File: config.mk
export PLATFORM = sky130hd
export DESIGN_NAME = sdram_init_seq
export DESIGN_NICKNAME = d
export VERILOG_FILES = /design/src/rtl/sdram_init_pkg.sv /design/src/rtl/sdram_init_timer.sv /design/src/rtl/sdram_init_cmd_dec.sv /design/src/rtl/sdram_init_seq.sv
export SDC_FILE = /design/constraint.sdc
export NUM_CORES = 1
export LEC_CHECK = 0
export ABC_AREA = 1
export ABC_CLOCK_PERIOD_IN_PS = 1750
export BUFFER_PORTS_ARGS = -buffer_cell sky130_fd_sc_hd__buf_2
export CORE_MARGIN = 1.5
export CORE_UTILIZATION = 35
export CTS_BUF_LIST = sky130_fd_sc_hd__clkbuf_16
export DETAILED_ROUTE_END_ITERATION = 10
export SETUP_SLACK_MARGIN = 0.02
export SLEW_MARGIN = 10
export SYNTH_ARGS = -nofsm -noshare
export SYNTH_HDL_FRONTEND = slang
export SYNTH_SLANG_ARGS = --single-unit
File: constraint.sdc
create_clock -name clk -period 1.75 [get_ports clk]
set_input_delay 0.2625 -clock clk [delete_from_list [all_inputs] [get_ports clk]]
set_output_delay 0.2625 -clock clk [all_outputs]
set_load 0.005 [all_outputs]
File: src/rtl/sdram_init_pkg.sv
package sdram_init_pkg;

   typedef enum logic [2:0] {
      ST_WAIT, ST_PRE, ST_TRP, ST_REF, ST_TRFC, ST_LMR, ST_TMRD, ST_DONE
   } step_e;

   // {cs_n, ras_n, cas_n, we_n}
   localparam logic [3:0] CMD_INH = 4'b1111;
   localparam logic [3:0] CMD_NOP = 4'b0111;
   localparam logic [3:0] CMD_PRE = 4'b0010;
   localparam logic [3:0] CMD_REF = 4'b0001;
   localparam logic [3:0] CMD_LMR = 4'b0000;

   function automatic int ns_to_cyc(input int t_ns, input int period_ps);
      int c;
      c = (t_ns * 1000 + period_ps - 1) / period_ps;
      return (c < 1) ? 1 : c;
   endfunction

   function automatic int max2(input int a, input int b);
      return (a > b) ? a : b;
   endfunction

endpackage

File: src/rtl/sdram_init_timer.sv
module sdram_init_timer #(
   parameter int           W       = 8,
   parameter logic [W-1:0] RST_VAL = '0
) (
   input  logic         clk,
   input  logic         rst_n,
   input  logic         load,
   input  logic [W-1:0] load_val,
   output logic [W-1:0] count,
   output logic         zero
);
   always_ff @(posedge clk or negedge rst_n) begin
      if (!rst_n)          count <= RST_VAL;
      else if (load)       count <= load_val;
      else if (count != 0) count <= count - 1'b1;
   end

   assign zero = (count == '0);
endmodule

File: src/rtl/sdram_init_cmd_dec.sv
module sdram_init_cmd_dec
   import sdram_init_pkg::*;
#(
   parameter int                ADDR_W    = 13,
   parameter int                BA_W      = 2,
   parameter logic [ADDR_W-1:0] MODE_WORD = '0
) (
   input  step_e             step,
   input  logic              cke,
   output logic [3:0]        cmd,
   output logic [BA_W-1:0]   ba,
   output logic [ADDR_W-1:0] addr
);
   localparam logic [ADDR_W-1:0] ALL_BANKS = ADDR_W'(1) << 10;

   always_comb begin
      ba   = '0;
      addr = '0;
      unique case (step)
         ST_PRE: begin
            cmd  = CMD_PRE;
            addr = ALL_BANKS;
         end
         ST_REF:  cmd = CMD_REF;
         ST_LMR: begin
            cmd  = CMD_LMR;
            addr = MODE_WORD;
         end
         ST_WAIT: cmd = cke ? CMD_NOP : CMD_INH;
         default: cmd = CMD_NOP;
      endcase
   end
endmodule

File: src/rtl/sdram_init_seq.sv
module sdram_init_seq
   import sdram_init_pkg::*;
#(
   parameter int         CLK_PERIOD_PS = 10000,
   parameter int         T_STABLE_NS   = 100000,
   parameter int         T_CKE_LOW_NS  = 50000,
   parameter int         T_RP_NS       = 20,
   parameter int         T_RFC_NS      = 70,
   parameter int         T_MRD_NS      = 20,
   parameter int         REFRESH_LOOPS = 2,
   parameter logic [2:0] BURST_CODE    = 3'b011,
   parameter logic [2:0] CAS_LAT       = 3'd3,
   parameter bit         WRITE_SINGLE  = 1'b0,
   parameter int         ADDR_W        = 13,
   parameter int         BA_W          = 2
) (
   input  logic              clk,
   input  logic              rst_n,
   output logic              mem_cke,
   output logic              mem_cs_n,
   output logic              mem_ras_n,
   output logic              mem_cas_n,
   output logic              mem_we_n,
   output logic [BA_W-1:0]   mem_ba,
   output logic [ADDR_W-1:0] mem_addr,
   output logic              init_done
);
   localparam int STABLE_CYC  = ns_to_cyc(T_STABLE_NS, CLK_PERIOD_PS);
   localparam int CKE_LOW_CYC = ns_to_cyc(T_CKE_LOW_NS, CLK_PERIOD_PS);
   localparam int RP_CYC      = ns_to_cyc(T_RP_NS, CLK_PERIOD_PS);
   localparam int RFC_CYC     = ns_to_cyc(T_RFC_NS, CLK_PERIOD_PS);
   localparam int MRD_CYC     = ns_to_cyc(T_MRD_NS, CLK_PERIOD_PS);
   localparam int MAX_CYC     = max2(max2(STABLE_CYC, RP_CYC), max2(RFC_CYC, MRD_CYC));
   localparam int CNT_W       = $clog2(MAX_CYC + 1);
   localparam int LOOP_W      = $clog2(REFRESH_LOOPS + 1);
   localparam int CKE_BELOW   = STABLE_CYC - CKE_LOW_CYC;
   localparam logic [ADDR_W-1:0] MODE_WORD =
      ADDR_W'({WRITE_SINGLE, 2'b00, CAS_LAT, 1'b0, BURST_CODE});

   generate
      if (REFRESH_LOOPS < 2) begin : g_chk_loops
         $error("REFRESH_LOOPS must be at least 2");
      end
      if (ADDR_W < 11) begin : g_chk_addr
         $error("ADDR_W must reach the all-bank bit 10");
      end
      if (BA_W < 1) begin : g_chk_ba
         $error("BA_W must be at least 1");
      end
      if (T_STABLE_NS < 100000) begin : g_chk_stable
         $error("stabilization wait must be at least 100 us");
      end
      if (CKE_LOW_CYC >= STABLE_CYC) begin : g_chk_cke
         $error("clock enable must rise inside the stabilization wait");
      end
   endgenerate

   step_e             step_q, step_nxt;
   logic              tmr_zero, advance;
   logic [CNT_W-1:0]  tmr_count, tmr_load_val;
   logic [LOOP_W-1:0] loops_left;
   logic              last_loop;
   int                dur;

   assign last_loop = (loops_left == '0);
   assign advance   = (step_q != ST_DONE) && tmr_zero;

   always_comb begin
      unique case (step_q)
         ST_WAIT: step_nxt = ST_PRE;
         ST_PRE:  step_nxt = ST_TRP;
         ST_TRP:  step_nxt = ST_REF;
         ST_REF:  step_nxt = ST_TRFC;
         ST_TRFC: step_nxt = last_loop ? ST_LMR : ST_REF;
         ST_LMR:  step_nxt = ST_TMRD;
         default: step_nxt = ST_DONE;
      endcase
   end

   always_comb begin
      unique case (step_nxt)
         ST_TRP:  dur = RP_CYC;
         ST_TRFC: dur = RFC_CYC;
         ST_TMRD: dur = MRD_CYC;
         default: dur = 1;
      endcase
      tmr_load_val = CNT_W'(dur - 1);
   end

   always_ff @(posedge clk or negedge rst_n) begin
      if (!rst_n) begin
         step_q     <= ST_WAIT;
         loops_left <= LOOP_W'(REFRESH_LOOPS - 1);
      end else if (advance) begin
         step_q <= step_nxt;
         if (step_q == ST_TRFC && !last_loop)
            loops_left <= loops_left - 1'b1;
      end
   end

   sdram_init_timer #(
      .W       (CNT_W),
      .RST_VAL (CNT_W'(STABLE_CYC - 1))
   ) i_timer (
      .clk      (clk),
      .rst_n    (rst_n),
      .load     (advance),
      .load_val (tmr_load_val),
      .count    (tmr_count),
      .zero     (tmr_zero)
   );

   assign mem_cke = (step_q != ST_WAIT) || (tmr_count < CNT_W'(CKE_BELOW));

   logic [3:0] cmd;

   sdram_init_cmd_dec #(
      .ADDR_W    (ADDR_W),
      .BA_W      (BA_W),
      .MODE_WORD (MODE_WORD)
   ) i_dec (
      .step (step_q),
      .cke  (mem_cke),
      .cmd  (cmd),
      .ba   (mem_ba),
      .addr (mem_addr)
   );

   assign {mem_cs_n, mem_ras_n, mem_cas_n, mem_we_n} = cmd;
   assign init_done = (step_q == ST_DONE);
endmodule

==> results of run 1 <==
==> path summary, 6_finish.rpt <==
path                                   start           endpoint
setup reg to reg            i_timer.count[0]   i_timer.count[2]
hold / removal             i_timer.count[13]  i_timer.count[13]
max in group asynchronous              rst_n   i_timer.count[2]
hold reg to reg            i_timer.count[13]  i_timer.count[13]
min in group asynchronous              rst_n   i_timer.count[7]
setup / recovery            i_timer.count[8]           mem_cs_n
==> worst max-delay path, cell delays in order, from the launching register on <==
cell and delay [ps]:
dfstp_2 570, nand2_2 80, nor2_2 110, o211ai_1 110
a31oi_1 150, buf_2 130
==> where the power goes <==
part	internal [uW]	switching, uW	total [uW]
clock network	306	170	476
registers	440	0	440
logic	2.25	13.6	15.8
==> registers in the layout, summed over array words and instances (netlist names) <==
register       count
step_q             3
i_timer.count     14
loops_left         2
==> area by class of cell <==
cell class	instances	area (sq um)
fillers	409	2130
repair buffers	17	100
clock buffers	3	75.1
flip-flops and latches	19	490
well taps	48	60.1
multi-input cells	136	723
inverters	29	109
clock inverters	1	5.00
==> repair_timing <==
item	CTS	global route
setup buffers	0	4
pin swaps	0	4
hold endpoints to repair	10	0
endpoints found under the setup margin	1	12
hold buffers	1	0
resized for setup	1	17
==> layout by cell type, fill, tap and decap left out, types with 2 or more instances in the layout <==
master | Yosys | routed
buf_2 | 0 | 12
buf_4 | 13 | 4
clkbuf_16 | 0 | 3
conb_1 | 1 | 10
dfrtp_1 | 10 | 7
dfrtp_2 | 0 | 3
dfstp_2 | 9 | 9
ha_1 | 2 | 2
inv_1 | 28 | 27
inv_2 | 1 | 2
nand2_1 | 44 | 41
nand2_2 | 2 | 4
nand2_4 | 1 | 2
nand3_1 | 20 | 20
nand3b_1 | 2 | 2
nand4_1 | 7 | 7
nor2_1 | 22 | 16
nor2_2 | 6 | 9
nor2_4 | 3 | 6
o21ai_0 | 5 | 5
o21ai_1 | 3 | 3
or2_2 | 2 | 2
==> stage by stage <==
stage / instance area [sq um] / util, %
3_3_place_gp: 1390 / 37.8
3_5_place_dp: 1390 / 37.8
2_1_floorplan: 1390 / -
4_1_cts: 1490 / 40.3
6_report: 1560 / 42.4
5_1_grt: 1560 / 42.4
==> per-layer routing <==
metal  global-route usage, %  vias up  share of wire (%)
met5                       0        -                  0
met4                    3.13        0                1.1
met3                    3.60        4                3.4
met2                    23.7       17                 46
met1                    19.3      528                 50
li1                        -      611                  -
==> kinds of logic (layout without fill, tap and decap cells) <==
| group | Yosys count | in the layout |
|---|---|---|
| buf+inv | 44 | 50 |
| simple gates | 111 | 111 |
| flops | 19 | 19 |
| compound gates | 13 | 13 |
| fa+ha+maj | 2 | 2 |
| other cells | 1 | 10 |
==> impl_results.md, run 1 <==
- Main combinational cell family by area after synthesis: simple AND/OR/NAND/NOR gates
- Crit. End Element: output port
- Initial antenna violation count: 0
- Vias in the first global route: 1054
- Worst hold slack: about 470 ps
- Cell chosen for the clock root: clkbuf_16
- Pleak: approximately 0.00083 uW
- Critical path type: flop to output port
- Largest net degree at the start of global routing: 20
- Clk buf depth: 2
- CTS Buf Count: 3
- CORE AREA: roughly 0.0037 sq mm
- Mux cell area share after synthesis: 0%
- Register bit total from synthesis: 19
- RSZ-0062 raised after global routing: true
- Compound-Gate Fraction of Synth Area: under 10%
- DP Wirelength: approximately 2100 microns
- Clk_lat worst skew: ~250 ps
- CP Max Fanout: 4
- Clock Pin Slew Worst Setup and Hold Paths: ~50 ps
- Non-Filler Instances: 253
- Number of flops mapped to enable cells by yosys: 0
- CTS tree: done
- Die area: 0.00424 sq mm
- Final wirelength: 2700 microns
- Largest cells by area after synthesis: dfrtp_1, dfstp_2, nand2_1
- # Max-Cap Violations: 0
- H-tree levels: 1
- Clk sinks: 19
- VDD IR max: 0.418 mV
- Final worst setup slack: roughly 88 ps
- Power, Total: a little over 900 uW
- Most frequent cell after synthesis: nand2_1
- Initial core utilization: 36.6%
- GP Congestion: ~0.81
- WP data arrival: between 1000 and 1500 ps
- Post-synth top cells: nand2_1, inv_1, nor2_1
- Post-Place Cells: roughly 240
- Final #Nets: 210
- Vias per std cell: around 4.6
- Clock skew: 2.35 ps
- Status: completed
- Core Rows: 22
- Simple-Gate Fraction of Synth Area: between 30 and 40%
- Hold Path Depth: 2
- Syn Area/Cell: slightly above 7 sq um
- WL/cell: between 10 and 15 microns
- Initial DRC count: 53
- Primary FF master, synth: dfrtp_1
- XOR/XNOR Fraction of Synth Area: 0%
- Share of the synthesized area in the top cell type: a little under a fifth
- Area grow syn2layout: 15.6%
- GRT overflow: 0
- DIE HEIGHT: around 65 microns
- IO buf count: 12
- Total Routing Usage GR: 14.4%
- Unique masters post-synth: 28
- DP Worst Slack: 99.8 ps
- Slew Limit Fails: 0
- I/O pin count: 23
- Hold Vio Cnt, Final: 0
- Final ANT Viol Nets: 0
- Antenna diodes: 0
- Remaining DRCs: 0
- Cell Area, Synth: around 0.0014 sq mm
- Layout cells sized above 1: 29.3%
- Class of the worst hold path: flop to flop
- Post-Synth Adder-Cell Area: under 10%
- First-pass GRT wire length: approximately 4800 microns
- Die W: 65.1 microns
- R2R setup slack: approximately 150 ps
- Fmax: about 600 MHz
- Critical Path Start Type: flop
- Detailed Routing Iterations Pass 1: 4
- Synth Instances: between 150 and 200
- Pwr Density: 597 mW/mm^2
- Fin Setup TNS: 0 ps
- YS warnings: 0
- Total number of vias: around 1.2k
- Leading area contributor after synthesis: dfrtp_1
- FF-to-FF path depth: 8
- Final period util: 95.0%
- Worst Path Required: 1490 ps
- FFs w/ async S/R, synth: 100%
- Post-route minimum period: 1660 ps
- Final setup violation count: 0
- Post-synthesis sequential area ratio: 36.0%
(Power assumes the default switching activity.)
==> run 2, diff against run 1 <==
Settings changed: CORE_UTILIZATION 35 to 55, PLACE_DENSITY set to 0.78.
==> run 2 against run 1 <==
Net effect: combinational power hardly changed; cell count is 7.9% lower; utilization is 25 points higher; largest cell class unchanged.
==> impl_results.md, run 2 (same netlist as run 1, synthesis figures left out) <==
- Worst Path Required: 1490 ps (about the same)
- Final ANT Viol Nets: 0 (unchanged)
- Initial antenna violation count: 0 (unchanged)
- Worst hold slack: 466 ps (-0.892 ps)
- Power, Total: 931 uW (-0.21%)
- DP Worst Slack: 75.9 ps (-23.9 ps)
- GRT overflow: 0 (unchanged)
- Hold Path Depth: 2 (unchanged)
- Post-route minimum period: 1660 ps (-3.55 ps)
- Vias per std cell: 5.18 (+13%)
- Post-Place Cells: 224 (-8.2%)
- # Max-Cap Violations: 0 (unchanged)
- DIE HEIGHT: 52.6 microns (-19%)
- Endpoint of the worst-slack reg-to-reg timing path: i_timer.count[1]
- Max reg flops: 14 (unchanged)
- Class of the worst hold path: flop to flop
- Die W: 52.6 microns (-19%)
- R2r startpoint: i_timer.count[0]
- Top flop regs: i_timer.count x14, step_q x3, loops_left x2
- Remaining DRCs: 0 (unchanged)
- Status: completed
- Core Rows: 17 (-23%)
- Layout cells sized above 1: 27.8% (-1.5 points)
- CTS tree: done
- Clock skew: 4.13 ps (+1.78 ps)
- Slew Limit Fails: 0 (unchanged)
- Final worst setup slack: 91.1 ps (+3.55 ps)
- I/O pin count: 23 (unchanged)
- Worst hold start: loops_left[0]
- Clk sinks: 19 (unchanged)
- WL/cell: 12.2 microns (+14%)
- CORE AREA: 0.00228 sq mm (-38%)
- Final #Nets: 210 (unchanged)
- Crit. End Element: output port
- Pleak: 0.000834 uW (about the same)
- Worst path cell trace: nor2_2 -> inv_1 -> nor2_2 -> nand2_1 -> a31oi_1 -> buf_2
- Detailed Routing Iterations Pass 1: 4 (unchanged)
- Initial DRC count: 33 (-38%)
- Worst path most repeated cell: nor2_2
- Fmax: 603 MHz (+0.21%)
- Biggest register: i_timer.count
- IO buf count: 12 (unchanged)
- Vias in the first global route: 1118 (+6.1%)
- Antenna diodes: 0 (unchanged)
- Non-Filler Instances: 233 (-7.9%)
- Die area: 0.00276 sq mm (-35%)
- Hold Vio Cnt, Final: 0 (unchanged)
- Clk_lat worst skew: 250 ps (about the same)
- FF-to-FF path depth: 8 (unchanged)
- Final setup violation count: 0 (unchanged)
- Cell chosen for the clock root: clkbuf_16
- H-tree levels: 1 (unchanged)
- VDD IR max: 0.622 mV (+49%)
- Final wirelength: 2840 microns (+4.9%)
- Fillers: 196 (-52%)
- WP data arrival: 1400 ps (about the same)
- Clock Pin Slew Worst Setup and Hold Paths: 60 ps (about the same)
- DP Wirelength: 2050 microns (about the same)
- CP Buf/Inv Count: 2 (+1)
- Hold worst-path end: loops_left[0]
- Commonest cells after routing, fill and taps aside: nand2_1, inv_1, nand3_1, nor2_1, buf_2
- R2R setup slack: 160 ps (about the same)
- Critical Path Start Type: flop
- Total Routing Usage GR: 23.9% (+9.5 points)
- Pwr Density: 610 mW/mm^2 (+2.2%)
- Critical path type: flop to output port
- Area grow syn2layout: 12.9%
- RSZ-0062 raised after global routing: true
- Initial core utilization: 59.4% (+23 points)
- First-pass GRT wire length: 4840 microns (+0.86%)
- GP Congestion: 0.789 (-2.7%)
- Worst path max stage delay: 420 ps (-150 ps)
- Largest net degree at the start of global routing: 20 (unchanged)
- Final period util: 94.8% (-0.20 points)
- Top Family by Delay on Critical Path: flip-flops
- CP Max Fanout: 5 (+1)
- Total number of vias: 1208 (+4.1%)
- CTS Buf Count: 3 (unchanged)
- Clk buf depth: 2 (unchanged)
- Commonest non-fill, non-tap cell in the layout: nand2_1
- Crit path max-delay cell type: dfrtp_1
==> run 2: cell counts in the layout (fill, tap and decap cells not counted) <==
Identical to the previous run, type by type.
==> run 2: report_power, final <==
group,switching [uW],internal (uW)
sequential,0,441
combinational,13.7,2.26
clock,168,306
==> run 2: metrics by stage <==
| stage | utilization [%] | cell area (sq um) | setup TNS [ps] |
|---|---|---|---|
| floorplan | - | 1390 | 0 |
| global placement | 60.1 | 1370 | 0 |
| detailed placement | 60.1 | 1370 | 0 |
| CTS | 64.5 | 1470 | 0 |
| global route | 67.0 | 1530 | -9.24 |
| finish | 67.0 | 1530 | 0 |
==> run 2: per-layer routing <==
layer / up-vias / global-route usage [%] / part of all wire, %
li1: 604 / - / -
met1: 558 / 29.5 / 43
met2: 40 / 40.8 / 50
met3: 6 / 5.14 / 5.7
met4: 0 / 8.12 / 1.2
met5: - / 0 / 0
==> run 2: repair_timing <==
item,in CTS,in global routing
gates cloned,0,0
setup buffers,1,3
hold buffers,1,0
pin swaps,1,3
resized for setup,1,13
hold endpoints to repair,10,0
endpoints found under the setup margin,1,13
==> run 2: tightest hold or removal path: stages, from the launching register on <==
cell and delay [ps]:
dfstp_2 370, nand2_1 50, nand2_1 40
==> run 2: worst max-delay path by stage <==
stage,to,cells past startpoint,from,slack (ps)
after floorplan,mem_addr[1],5,step_q[0],270
after global placement,step_q[2],8,i_timer.count[0],170
after detailed placement,i_timer.count[1],8,i_timer.count[0],80
after CTS,mem_cs_n,6,step_q[1],20
after global routing,mem_cs_n,5,i_timer.count[8],-9
final,mem_cs_n,6,step_q[1],90
==> run 2: cell type report <==
cell class	count	area [sq um]	share of cell area (%)
multi-input combinational	136	713	46.8
sequential	19	488	32.0
inverter	29	109	7.14
timing repair buffer	17	100	6.56
clock buffer	3	75.1	4.92
tap	28	35.0	2.30
clock inverter	1	5.00	0.328
